$ cat src/rtl/wdt_pkg.sv
package wdt_pkg;

  typedef struct packed {
    logic [7:0] pre;
    logic [2:0] spare;
    logic [1:0] div_sel;
    logic       irq_en;
    logic       rst_en;
    logic       run;
  } wdt_ctrl_t;

  localparam logic [1:0] SLOT_CTRL   = 2'd0;
  localparam logic [1:0] SLOT_RELOAD = 2'd1;
  localparam logic [1:0] SLOT_COUNT  = 2'd2;
  localparam logic [1:0] SLOT_STATUS = 2'd3;

  localparam wdt_ctrl_t CTRL_AT_RESET = '{pre: 8'hFF, spare: 3'd0, div_sel: 2'd3,
                                          irq_en: 1'b0, rst_en: 1'b1, run: 1'b1};

endpackage

$ cat src/rtl/wdt_regs.sv
module wdt_regs
  import wdt_pkg::*;
#(
  parameter int DATA_W = 16,
  parameter int CNT_W  = 16,
  parameter logic [CNT_W-1:0] RELOAD_INIT = 16'h8000
) (
  input  logic              clk,
  input  logic              rst,
  input  logic              sel,
  input  logic              we,
  input  logic [3:0]        addr,
  input  logic [DATA_W-1:0] wdata,
  output logic [DATA_W-1:0] rdata,
  input  logic [CNT_W-1:0]  cnt_i,
  input  logic              irq_i,
  output wdt_ctrl_t         ctrl_o,
  output logic [CNT_W-1:0]  reload_o,
  output logic              cnt_wr_o,
  output logic [CNT_W-1:0]  cnt_val_o,
  output logic              irq_clr_o
);

  logic       aligned;
  logic [1:0] slot;
  logic       wr_hit;
  logic       rd_hit;

  assign aligned = (addr[1:0] == 2'b00);
  assign slot    = addr[3:2];
  assign wr_hit  = sel && we && aligned;
  assign rd_hit  = sel && !we && aligned;

  assign cnt_wr_o  = wr_hit && (slot == SLOT_COUNT);
  assign cnt_val_o = CNT_W'(wdata);
  assign irq_clr_o = wr_hit && (slot == SLOT_STATUS) && wdata[0];

  always_ff @(posedge clk) begin
    if (rst) begin
      ctrl_o   <= CTRL_AT_RESET;
      reload_o <= RELOAD_INIT;
    end else if (wr_hit) begin
      if (slot == SLOT_CTRL)   ctrl_o   <= wdt_ctrl_t'(wdata[15:0]);
      if (slot == SLOT_RELOAD) reload_o <= CNT_W'(wdata);
    end
  end

  always_ff @(posedge clk) begin
    if (rst) begin
      rdata <= '0;
    end else if (rd_hit) begin
      case (slot)
        SLOT_CTRL:   rdata <= DATA_W'(ctrl_o);
        SLOT_RELOAD: rdata <= DATA_W'(reload_o);
        SLOT_COUNT:  rdata <= DATA_W'(cnt_i);
        default:     rdata <= DATA_W'(irq_i);
      endcase
    end
  end

endmodule

$ cat src/rtl/wdt_tick.sv
module wdt_tick #(
  parameter int PRE_W        = 8,
  parameter int MIN_DIV_LOG2 = 4
) (
  input  logic             clk,
  input  logic             rst,
  input  logic             clr,
  input  logic [PRE_W-1:0] pre,
  input  logic [1:0]       div_sel,
  output logic             tick
);

  localparam int DIV_W   = MIN_DIV_LOG2 + 4;
  localparam int MIN_DIV = 1 << MIN_DIV_LOG2;

  logic [PRE_W-1:0] pre_cnt;
  logic [DIV_W-1:0] div_cnt;
  logic [DIV_W-1:0] div_last;
  logic             pre_hit;

  assign pre_hit = (pre_cnt == pre);

  always_comb begin
    div_last = (DIV_W'(MIN_DIV) << div_sel) - DIV_W'(1);
  end

  always_ff @(posedge clk) begin
    if (rst || clr) begin
      pre_cnt <= '0;
      div_cnt <= '0;
      tick    <= 1'b0;
    end else begin
      tick <= 1'b0;
      if (pre_hit) begin
        pre_cnt <= '0;
        if (div_cnt == div_last) begin
          div_cnt <= '0;
          tick    <= 1'b1;
        end else begin
          div_cnt <= div_cnt + DIV_W'(1);
        end
      end else begin
        pre_cnt <= pre_cnt + PRE_W'(1);
      end
    end
  end

  // a tick never follows a cycle in which the chain was held clear
  a_r3_tick_after_clear: assert property (@(posedge clk) disable iff (rst)
    tick |-> !$past(clr));

endmodule

$ cat src/rtl/wdt_count.sv
module wdt_count #(
  parameter int CNT_W = 16,
  parameter logic [CNT_W-1:0] CNT_INIT = 16'h8000
) (
  input  logic             clk,
  input  logic             rst,
  input  logic             run,
  input  logic             tick,
  input  logic             ld,
  input  logic [CNT_W-1:0] ld_val,
  input  logic [CNT_W-1:0] reload,
  output logic [CNT_W-1:0] cnt,
  output logic             expire
);

  assign expire = run && tick && !ld && (cnt == '0);

  always_ff @(posedge clk) begin
    if (rst) begin
      cnt <= CNT_INIT;
    end else if (ld) begin
      cnt <= ld_val;
    end else if (expire) begin
      cnt <= reload;
    end else if (run && tick) begin
      cnt <= cnt - CNT_W'(1);
    end
  end

  // a count write lands in the live counter
  a_r5_refresh_load: assert property (@(posedge clk) disable iff (rst)
    ld |=> cnt == $past(ld_val));

  // expiry reloads from the reload word
  a_r4_auto_reload: assert property (@(posedge clk) disable iff (rst)
    expire |=> cnt == $past(reload));

  // a stopped timer holds its count
  a_r8_frozen: assert property (@(posedge clk) disable iff (rst)
    (!run && !ld) |=> $stable(cnt));

endmodule

$ cat src/rtl/wdt_out.sv
module wdt_out #(
  parameter int RST_LEN = 128
) (
  input  logic clk,
  input  logic rst,
  input  logic expire,
  input  logic irq_en,
  input  logic rst_en,
  input  logic irq_clr,
  output logic irq_o,
  output logic sys_rst_o
);

  localparam int RW = (RST_LEN > 1) ? $clog2(RST_LEN) : 1;

  logic [RW-1:0] left;

  always_ff @(posedge clk) begin
    if (rst) begin
      irq_o <= 1'b0;
    end else if (expire && irq_en) begin
      irq_o <= 1'b1;
    end else if (irq_clr) begin
      irq_o <= 1'b0;
    end
  end

  always_ff @(posedge clk) begin
    if (rst) begin
      sys_rst_o <= 1'b0;
      left      <= '0;
    end else if (expire && rst_en) begin
      sys_rst_o <= 1'b1;
      left      <= RW'(RST_LEN - 1);
    end else if (sys_rst_o) begin
      if (left == '0) sys_rst_o <= 1'b0;
      else            left      <= left - RW'(1);
    end
  end

  // an enabled expiry raises the interrupt
  a_r6_irq_raise: assert property (@(posedge clk) disable iff (rst)
    (expire && irq_en) |=> irq_o);

  // the interrupt only drops on a clear strobe
  a_r6_irq_hold: assert property (@(posedge clk) disable iff (rst)
    (irq_o && !irq_clr) |=> irq_o);

  // a reset pulse starts only from an enabled expiry
  a_r7_rst_origin: assert property (@(posedge clk) disable iff (rst)
    $rose(sys_rst_o) |-> $past(expire && rst_en));

  // with reset output off, no new reset pulse begins
  a_r9_rst_gated: assert property (@(posedge clk) disable iff (rst)
    (!sys_rst_o && !(expire && rst_en)) |=> !sys_rst_o);

endmodule

$ cat src/rtl/wdt_top.sv
module wdt_top
  import wdt_pkg::*;
#(
  parameter int DATA_W       = 16,
  parameter int CNT_W        = 16,
  parameter int PRE_W        = 8,
  parameter int MIN_DIV_LOG2 = 4,
  parameter int RST_LEN      = 128,
  parameter logic [CNT_W-1:0] RELOAD_INIT = 16'h8000
) (
  input  logic              clk,
  input  logic              rst,
  input  logic              bus_sel,
  input  logic              bus_we,
  input  logic [3:0]        bus_addr,
  input  logic [DATA_W-1:0] bus_wdata,
  output logic [DATA_W-1:0] bus_rdata,
  output logic              irq_o,
  output logic              sys_rst_o
);

  wdt_ctrl_t        ctrl;
  logic [CNT_W-1:0] reload;
  logic [CNT_W-1:0] cnt;
  logic [CNT_W-1:0] cnt_val;
  logic             cnt_wr;
  logic             irq_clr;
  logic             tick;
  logic             expire;

  wdt_regs #(.DATA_W(DATA_W), .CNT_W(CNT_W), .RELOAD_INIT(RELOAD_INIT)) u_regs (
    .clk(clk), .rst(rst), .sel(bus_sel), .we(bus_we), .addr(bus_addr),
    .wdata(bus_wdata), .rdata(bus_rdata), .cnt_i(cnt), .irq_i(irq_o),
    .ctrl_o(ctrl), .reload_o(reload), .cnt_wr_o(cnt_wr),
    .cnt_val_o(cnt_val), .irq_clr_o(irq_clr)
  );

  wdt_tick #(.PRE_W(PRE_W), .MIN_DIV_LOG2(MIN_DIV_LOG2)) u_tick (
    .clk(clk), .rst(rst), .clr(!ctrl.run || cnt_wr),
    .pre(ctrl.pre), .div_sel(ctrl.div_sel), .tick(tick)
  );

  wdt_count #(.CNT_W(CNT_W), .CNT_INIT(RELOAD_INIT)) u_count (
    .clk(clk), .rst(rst), .run(ctrl.run), .tick(tick), .ld(cnt_wr),
    .ld_val(cnt_val), .reload(reload), .cnt(cnt), .expire(expire)
  );

  wdt_out #(.RST_LEN(RST_LEN)) u_out (
    .clk(clk), .rst(rst), .expire(expire), .irq_en(ctrl.irq_en),
    .rst_en(ctrl.rst_en), .irq_clr(irq_clr), .irq_o(irq_o),
    .sys_rst_o(sys_rst_o)
  );

  // no expiry while stopped
  a_r8_no_expiry_stopped: assert property (@(posedge clk) disable iff (rst)
    !ctrl.run |-> !expire);

endmodule

$ cat config.mk
export PLATFORM = sky130hd
export DESIGN_NAME = wdt_top
export DESIGN_NICKNAME = d
export VERILOG_FILES = /design/src/rtl/wdt_pkg.sv /design/src/rtl/wdt_regs.sv /design/src/rtl/wdt_tick.sv /design/src/rtl/wdt_count.sv /design/src/rtl/wdt_out.sv /design/src/rtl/wdt_top.sv
export SDC_FILE = /design/constraint.sdc
export NUM_CORES = 1
export LEC_CHECK = 0
export BUFFER_PORTS_ARGS = -buffer_cell sky130_fd_sc_hd__buf_2
export CELL_PAD_IN_SITES_DETAIL_PLACEMENT = 1
export CELL_PAD_IN_SITES_GLOBAL_PLACEMENT = 2
export CORE_UTILIZATION = 38
export DETAILED_ROUTE_END_ITERATION = 10
export PLACE_DENSITY = 0.81
export SLEW_MARGIN = 20
export SYNTH_ARGS = -nofsm -noshare
export SYNTH_HDL_FRONTEND = slang
export SYNTH_SLANG_ARGS = --single-unit
export TNS_END_PERCENT = 20
$ cat constraint.sdc
create_clock -name clk -period 5.2 [get_ports clk]
set_clock_uncertainty 0.2 [all_clocks]
set_input_delay 1.04 -clock clk [delete_from_list [all_inputs] [get_ports clk]]
set_output_delay 1.04 -clock clk [all_outputs]
set_load 0.1 [all_outputs]
==> Implementation_results.wiki, run 1 <==
{| class="wikitable"
! Metric !! Value
|-
| Status || complete, but fails checks
|-
| Violated checks || design-rule violations
|-
| Maximum clock frequency || roughly 0.35 GHz
|-
| Placer's final routability congestion estimate || between 0.8 and 0.9
|-
| Clock period minus final worst setup slack || roughly 2.9 ns
|-
| First-pass GRT wire length || around 22 mm
|-
| Slew of the pin with the lowest slew margin || roughly 0.78 ns
|-
| Most used flip-flop cell after synthesis || sky130_fd_sc_hd__dfxtp_1
|-
| Cell-by-cell trace of the critical path || buf_2 -> nand4bb_1 -> nor3b_2 -> buf_4 -> nor3_1 -> nand2_1 -> a31oi_1
|-
| # H-tree levels || 3
|-
| Total cell area at the placement stage || between 4000 and 5000 sq um
|-
| CTS tree || yes
|-
| Largest fanout of any net on the critical path || 11
|-
| Total iterations of the first detailed-routing run || 7
|-
| Top area cells in the synthesized netlist || sky130_fd_sc_hd__dfxtp_1 (39%), sky130_fd_sc_hd__a21oi_1 (6.7%), sky130_fd_sc_hd__nand2_1 (6.0%)
|-
| Origin of the critical flop-to-flop path || u_count.cnt[11]
|-
| Seq cells post-synth || 90
|-
| CP Launch Type || primary input
|-
| DR vias || roughly 4,200
|-
| Sw frac || 0.243
|-
| Clock latency reported for the late side of the worst-skew pair || ~0.35 ns
|-
| Die area || 12,500 sq um
|-
| Endpoint type of the worst setup path || flop
|-
| Detail Placement HPWL || approximately 9.7 mm
|-
| Antenna violations before repair || 0
|-
| WL/cell || about 19 um
|-
| Leakage power summed over all cells || 0.00199 uW
|-
| End point of the worst hold path || u_regs.ctrl_o[5]
|-
| Number of enable-type register cells in the synthesized netlist || 0
|-
| Count of instances resized after the clock tree is built || 0
|-
| Worst setup slack for register-to-register paths || about 2.7 ns
|-
| Number of top-level pins || 42
|-
| Detailed router's first-iteration violation count || around 220
|-
| Summed negative setup slack over all endpoints || 0 ns
|-
| Placeable core area || 11,600 sq um
|-
| Global-route usage over all layers || 0.231
|-
| WS Path Type || in -> reg
|-
| Power per standard cell area || between 300 and 400 nW/um^2
|-
| Instance count after placement with tap cells included || 719
|-
| Cell count of the worst reg-to-reg path || 5
|-
| Number of standard cells after synthesis || 560
|-
| Final period util || 0.554
|-
| Final Routed Wirelength || about 14 mm
|-
| Share of post-route cells with drive strength above 1 || 0.140
|-
| Layout area overhead || 12.7%
|-
| Total buffers and inverters traversed by the critical path || 2
|-
| Hold-critical path depth || 2
|-
| Part of the total power dissipated in sequential elements || 0.452
|-
| Worst hold path class || reg -> reg
|-
| Total count of hold-check failures in the final report || 0
|-
| Total design power || between 1500 and 2000 uW
|-
| Total DRC errors in the routed layout || 3
|-
| Most instantiated library cell after synthesis || sky130_fd_sc_hd__dfxtp_1
|-
| Combinational cell fraction of total power || 0.090
|-
| # diodes || 0
|-
| Family of cells with the greatest summed delay on the critical path || simple AND/OR/NAND/NOR gates
|-
| Final standard cell count with taps included and fillers excluded || approximately 730
|-
| Number of buffers created by CTS || 9
|-
| Residual antenna-violating net count after detailed routing || 0
|-
| Via/cell ratio || ~5.7
|-
| Total clock sinks || 90
|-
| Row cnt || 39
|-
| Max-slew violation count || 0
|-
| Post-layout instance area || 5170 sq um
|-
| Part of the power in the clock network || 0.458
|-
| Share of synthesized area occupied by flip-flops and latches || 0.393
|-
| NumNets Final || just over 600
|-
| Asr flop ratio synth || 0
|-
| Number of global-route vias before repair || 4,123
|-
| Total grt overflow || 0
|-
| Slew HR || 0.475
|-
| Leading area contributor after synthesis || sky130_fd_sc_hd__dfxtp_1
|-
| Setup repair bufs after CTS || 0
|-
| Netlist area before placement || roughly 4600 sq um
|-
| Largest stage delay, worst path || 0.62 ns
|-
| Endpoint of the lowest-slack register-to-register path || u_count.cnt[4]
|-
| Clock Root Buffer || sky130_fd_sc_hd__clkbuf_16
|-
| Unrepaired setup endpoints after global routing || false
|-
| Hold Path Origin || u_regs.ctrl_o[5]
|-
| Switching pwr || roughly 380 uW
|-
| Warnings, synthesis || 0
|-
| Initial standard-cell utilization of the core || 0.396
|-
| Int Power || between 1000 and 1500 uW
|-
| Data arrival at the endpoint of the critical path || between 2 and 3 ns
|-
| Largest net degree at the start of global routing || 41
|-
| Synthesized area per cell || between 8 and 9 sq um
|-
| Top post-synthesis cells by count || sky130_fd_sc_hd__dfxtp_1 (90), sky130_fd_sc_hd__nand2_1 (73), sky130_fd_sc_hd__nor2_1 (66)
|-
| Die width || about 110 um
|-
| Synth Net Count || a little under 600
|-
| Min setup slack post-route || 2.32 ns
|-
| Max clock buf depth || 2
|-
| Max_cap viols || 0
|-
| Register clock-pin slew on the reported worst setup and hold paths || roughly 0.060 ns
|-
| Count of unique library cells instantiated by Yosys || 60
|-
| Maximum VDD drop || roughly 120 uV
|-
| CTS Hold Buffers Added || 0
|-
| Data required, critical path || roughly 5.2 ns
|-
| Die height || between 100 and 150 um
|-
| Worst path slowest cell || sky130_fd_sc_hd__nor3b_2
|-
| Port buffer count || slightly above 40
|-
| Placement Setup Slack || about 2 ns
|-
| Count of final setup violators || 0
|-
| Proportion of netlist area held by the largest area contributor || 0.393
|}
[layout by cell type (no fill, tap or decap), types with 14 or more instances in the layout]
cell type | netlist | final
sky130_fd_sc_hd__dfxtp_1 | 90 | 90
sky130_fd_sc_hd__nand2_1 | 73 | 73
sky130_fd_sc_hd__nor2_1 | 66 | 66
sky130_fd_sc_hd__a21oi_1 | 61 | 61
sky130_fd_sc_hd__buf_2 | 1 | 41
sky130_fd_sc_hd__nand3_1 | 29 | 29
sky130_fd_sc_hd__mux2i_1 | 20 | 20
sky130_fd_sc_hd__a211oi_1 | 18 | 18
sky130_fd_sc_hd__xor2_1 | 16 | 16
sky130_fd_sc_hd__o21ai_0 | 15 | 15
sky130_fd_sc_hd__nand3b_1 | 14 | 14
[flip-flops by register name, indices dropped and copies added (netlist names)]
register	flops
u_count.cnt	16
u_out.irq_o	1
u_out.left	7
u_out.sys_rst_o	1
u_regs.ctrl_o	16
u_regs.rdata	16
u_regs.reload_o	16
u_tick.div_cnt	8
u_tick.pre_cnt	8
u_tick.tick	1
[worst reg2reg max path: stages, from the launching register on]
cell	delay, ns
sky130_fd_sc_hd__dfxtp_1	0.40
sky130_fd_sc_hd__or4_4	0.59
sky130_fd_sc_hd__or2_1	0.37
sky130_fd_sc_hd__nand2b_4	0.28
sky130_fd_sc_hd__mux2i_1	0.15
sky130_fd_sc_hd__a2111oi_0	0.39
[metal layers]
metal | vias up | track usage | part of all wire
met4 | 0 | 0.0748 | 0.013
met5 | - | 0 | 0
met2 | 66 | 0.372 | 0.46
met1 | 2055 | 0.317 | 0.50
li1 | 2055 | - | -
met3 | 14 | 0.0332 | 0.033
[worst max-delay path by stage]
stage	start	end	slack (ns)	depth (start not counted)
floorplan	bus_addr[0]	u_count.cnt[0]	2.53	7
global placement	bus_addr[0]	u_out.left[6]	2.08	7
detailed placement	bus_addr[0]	u_out.sys_rst_o	2.01	7
CTS	bus_addr[0]	u_out.sys_rst_o	2.33	7
global route	bus_addr[0]	u_out.left[3]	2.14	7
finish	bus_addr[0]	u_out.left[6]	2.32	7
[cell type report]
cell class / instances / area (sq um)
Clock buffer: 13 / 260
Clock inverter: 2 / 60.1
Fill cell: 1423 / 6400
Inverter: 7 / 26.3
Multi-Input combinational cell: 431 / 2580
Sequential cell: 90 / 1800
Tap cell: 143 / 179
Timing Repair Buffer: 48 / 258
[power by group through the flow]
stage	clock (uW)	sequential (uW)	combinational (uW)
final	718	709	142
after global routing	760	710	153
after CTS	729	709	142
after detailed placement	0	725	141
after global placement	0	724	138
after floorplan	0	751	71.3
[through the flow]
| stage | util | hold WS [ns] |
|---|---|---|
| global placement | 0.419 | 0.247 |
| floorplan | - | 0.236 |
| detailed placement | 0.419 | 0.256 |
| finish | 0.447 | 0.263 |
| CTS | 0.447 | 0.264 |
| global route | 0.447 | 0.286 |
[logic make-up after synthesis]
family	synth area share
flops	0.393
fa+ha+maj	0.0164
buf+inv	0.0459
xor+xnor	0.0554
simple gates	0.273
mux	0.0486
compound gates	0.168
Note: power is estimated with default switching activity, not from simulation.
==> inputs of run 2 (changes only) <==
Settings changed: CORE_UTILIZATION 38 to 32, PLACE_DENSITY 0.81 to 0.72.
Clock period 5.2 ns to 2.4 ns, I/O delays scaled along.
==> run 2 against run 1 <==
Critical endpoint is now u_count.cnt[4]. The run now ends clean. Die area is 18% higher. Critical path depth down 2. Routed wire length up 0.87%. Critical path type is now reg -> reg. Clock power is 120% higher. First-iteration DRC count is 21% lower. Core utilization fell by 5.6 points.
==> Implementation_results.wiki, run 2 (same netlist as run 1, synthesis figures left out) <==
{| class="wikitable"
! Metric !! Value
|-
| Status || complete, no violations (was complete, but fails checks)
|-
| Number of filler cells placed in the layout || 1,694 (was 1,423)
|-
| Slew HR || 0.565 (was 0.475)
|-
| Most congested layer reported by global routing || met2 (unchanged)
|-
| WS Path Type || reg -> reg (was in -> reg)
|-
| Die width || 122 um (was 112 um)
|-
| Total DRC errors in the routed layout || 0 (was 3)
|-
| Row cnt || 43 (was 39)
|-
| Endpoint of the lowest-slack register-to-register path || u_count.cnt[4] (unchanged)
|-
| Min setup slack post-route || 0.128 ns (was 2.32 ns)
|-
| Max-slew violation count || 0 (unchanged)
|-
| Leakage power summed over all cells || 0.00213 uW (was 0.00199 uW)
|-
| Final Routed Wirelength || 13.9 mm (was 13.8 mm)
|-
| Worst hold path class || in -> reg (was reg -> reg)
|-
| Largest net degree at the start of global routing || 37 (was 41)
|-
| First-pass GRT wire length || 23.0 mm (was 22.4 mm)
|-
| DR vias || 4,218 (was 4,190)
|-
| Number of global-route vias before repair || 4,276 (was 4,123)
|-
| Initial standard-cell utilization of the core || 0.329 (was 0.396)
|-
| Count of final setup violators || 0 (unchanged)
|-
| Data arrival at the endpoint of the critical path || 2.31 ns (was 2.90 ns)
|-
| NumNets Final || 643 (was 617)
|-
| Max_cap viols || 0 (unchanged)
|-
| CP Launch Type || flop (was primary input)
|-
| Clock Root Buffer || sky130_fd_sc_hd__clkbuf_16 (unchanged)
|-
| Global-route usage over all layers || 0.201 (was 0.231)
|-
| Share of post-route cells with drive strength above 1 || 0.181 (was 0.140)
|-
| # H-tree levels || 3 (unchanged)
|-
| Grt met2 use || 0.316 (was 0.372)
|-
| Origin of the critical flop-to-flop path || u_count.cnt[12] (was u_count.cnt[11])
|-
| Residual antenna-violating net count after detailed routing || 0 (unchanged)
|-
| Detail Placement HPWL || 10.5 mm (was 9.66 mm)
|-
| Total grt overflow || 0 (unchanged)
|-
| End of the critical path || u_count.cnt[4] (was u_out.left[6])
|-
| Maximum clock frequency || 0.440 GHz
|-
| Largest fanout of any net on the critical path || 10 (was 11)
|-
| Clock latency reported for the late side of the worst-skew pair || 0.35 ns (about the same)
|-
| Register clock-pin slew on the reported worst setup and hold paths || 0.07 ns (was 0.06 ns)
|-
| WL/cell || 17.4 um (was 18.8 um)
|-
| Final period util || 0.947
|-
| Detailed router's first-iteration violation count || 172 (was 219)
|-
| Unrepaired setup endpoints after global routing || false (unchanged)
|-
| Worst setup slack for register-to-register paths || 0.13 ns (was 2.70 ns)
|-
| Utilization of the core after routing || 0.391 (was 0.447)
|-
| Placer's final routability congestion estimate || 0.799 (was 0.816)
|-
| Met3 layer usage reported by global route || 0.0529 (was 0.0332)
|-
| Crit path launch || u_count.cnt[12] (was bus_addr[0])
|-
| Endpoint type of the worst setup path || flop (unchanged)
|-
| Cell count of the worst reg-to-reg path || 5 (unchanged)
|-
| Maximum VDD drop || 342 uV (was 117 uV)
|-
| Die area || 14,800 sq um (was 12,500 sq um)
|-
| Via/cell ratio || 5.29 (was 5.71)
|-
| CTS Hold Buffers Added || 0 (unchanged)
|-
| Die height || 122 um (was 112 um)
|-
| CTS tree || yes (unchanged)
|-
| Met1 GRT Util || 0.273 (was 0.317)
|-
| Placeable core area || 13,900 sq um (was 11,600 sq um)
|-
| Power per standard cell area || 636 nW/um^2 (was 303 nW/um^2)
|-
| Total iterations of the first detailed-routing run || 6 (was 7)
|-
| Clock period minus final worst setup slack || about 2.3 ns
|-
| Slew of the pin with the lowest slew margin || 0.647 ns (was 0.782 ns)
|-
| Layout area overhead || 18.7% (was 12.7%)
|-
| Port buffer count || 41 (unchanged)
|-
| Data required, critical path || 2.43 ns (was 5.22 ns)
|-
| Most frequent standard cell in the layout excluding fill and tap cells || sky130_fd_sc_hd__dfxtp_1 (unchanged)
|-
| Number of top-level pins || 42 (unchanged)
|-
| Max clock buf depth || 2 (unchanged)
|-
| Number of buffers created by CTS || 9 (unchanged)
|-
| Summed negative setup slack over all endpoints || 0 ns (unchanged)
|-
| Top library cells by usage in the layout, fill and taps aside || sky130_fd_sc_hd__dfxtp_1 (90), sky130_fd_sc_hd__nand2_1 (73), sky130_fd_sc_hd__nor2_1 (66), sky130_fd_sc_hd__a21oi_1 (61), sky130_fd_sc_hd__buf_2 (41) (unchanged)
|-
| Total design power || 3460 uW (was 1570 uW)
|-
| # diodes || 0 (unchanged)
|-
| Total clock sinks || 90 (unchanged)
|-
| Antenna violations before repair || 0 (unchanged)
|-
| Total count of hold-check failures in the final report || 0 (unchanged)
|-
| Placement Setup Slack || 0.107 ns (was 2.01 ns)
|}
==> run 2: changes by cell type in the layout (fill, tap and decap cells not counted), sizes merged <==
cell and change:
buf +26, clkbuf -2, clkinv +3
==> run 2: worst min-delay path by stage <==
stage                           startpoint                 to  cells after the start
after floorplan           u_regs.ctrl_o[5]   u_regs.ctrl_o[5]                      2
after global placement    u_regs.ctrl_o[6]   u_regs.ctrl_o[6]                      2
after detailed placement  u_regs.ctrl_o[6]   u_regs.ctrl_o[6]                      2
after CTS                    bus_wdata[15]  u_regs.ctrl_o[15]                      3
after global routing          bus_wdata[6]   u_regs.ctrl_o[6]                      3
final                        bus_wdata[15]  u_regs.ctrl_o[15]                      3
==> run 2: worst max-delay path, cell delays in order (launching register included) <==
cell,delay (ns)
sky130_fd_sc_hd__dfxtp_1,0.35
sky130_fd_sc_hd__or4_4,0.54
sky130_fd_sc_hd__or2_1,0.29
sky130_fd_sc_hd__nand2b_4,0.22
sky130_fd_sc_hd__mux2i_1,0.14
sky130_fd_sc_hd__a2111oi_1,0.41
==> run 2: area by class of cell <==
cell class	instances	area (sq um)	area share
inverter	7	26.3	0.00483
tap	180	225	0.0414
timing repair buffer	74	465	0.0855
multi-input combinational	431	2580	0.475
clock buffer	11	253	0.0464
clock inverter	5	86.3	0.0159
sequential	90	1800	0.331
==> run 2: where the power goes <==
part           total [uW]  internal [uW]  leakage [uW]  switching [uW]
logic                 321            104       0.00124             216
registers            1530           1510      0.000728            19.7
clock network        1610            975      0.000166             630
==> run 2: routing by layer <==
metal | routed length [um] | vias up
met5 | 0 | -
met4 | 128 | 0
met3 | 581 | 11
met2 | 6400 | 73
met1 | 6780 | 2033
li1 | - | 2101
==> run 2: through the flow <==
| step | cells | cell area (sq um) | hold slack, ns |
|---|---|---|---|
| global route | 798 | 5440 | 0.200 |
| global placement | 782 | 5100 | 0.248 |
| CTS | 798 | 5440 | 0.184 |
| detailed placement | 782 | 5100 | 0.255 |
| finish | 798 | 5440 | 0.192 |
| floorplan | 560 | 4580 | 0.236 |
==> run 2: repair_timing <==
action                                  4_1_cts  5_1_grt
endpoints found under the setup margin        0        1
resized for setup                             0        1
endpoints found under the hold margin         0        0
setup buffers                                 0        0
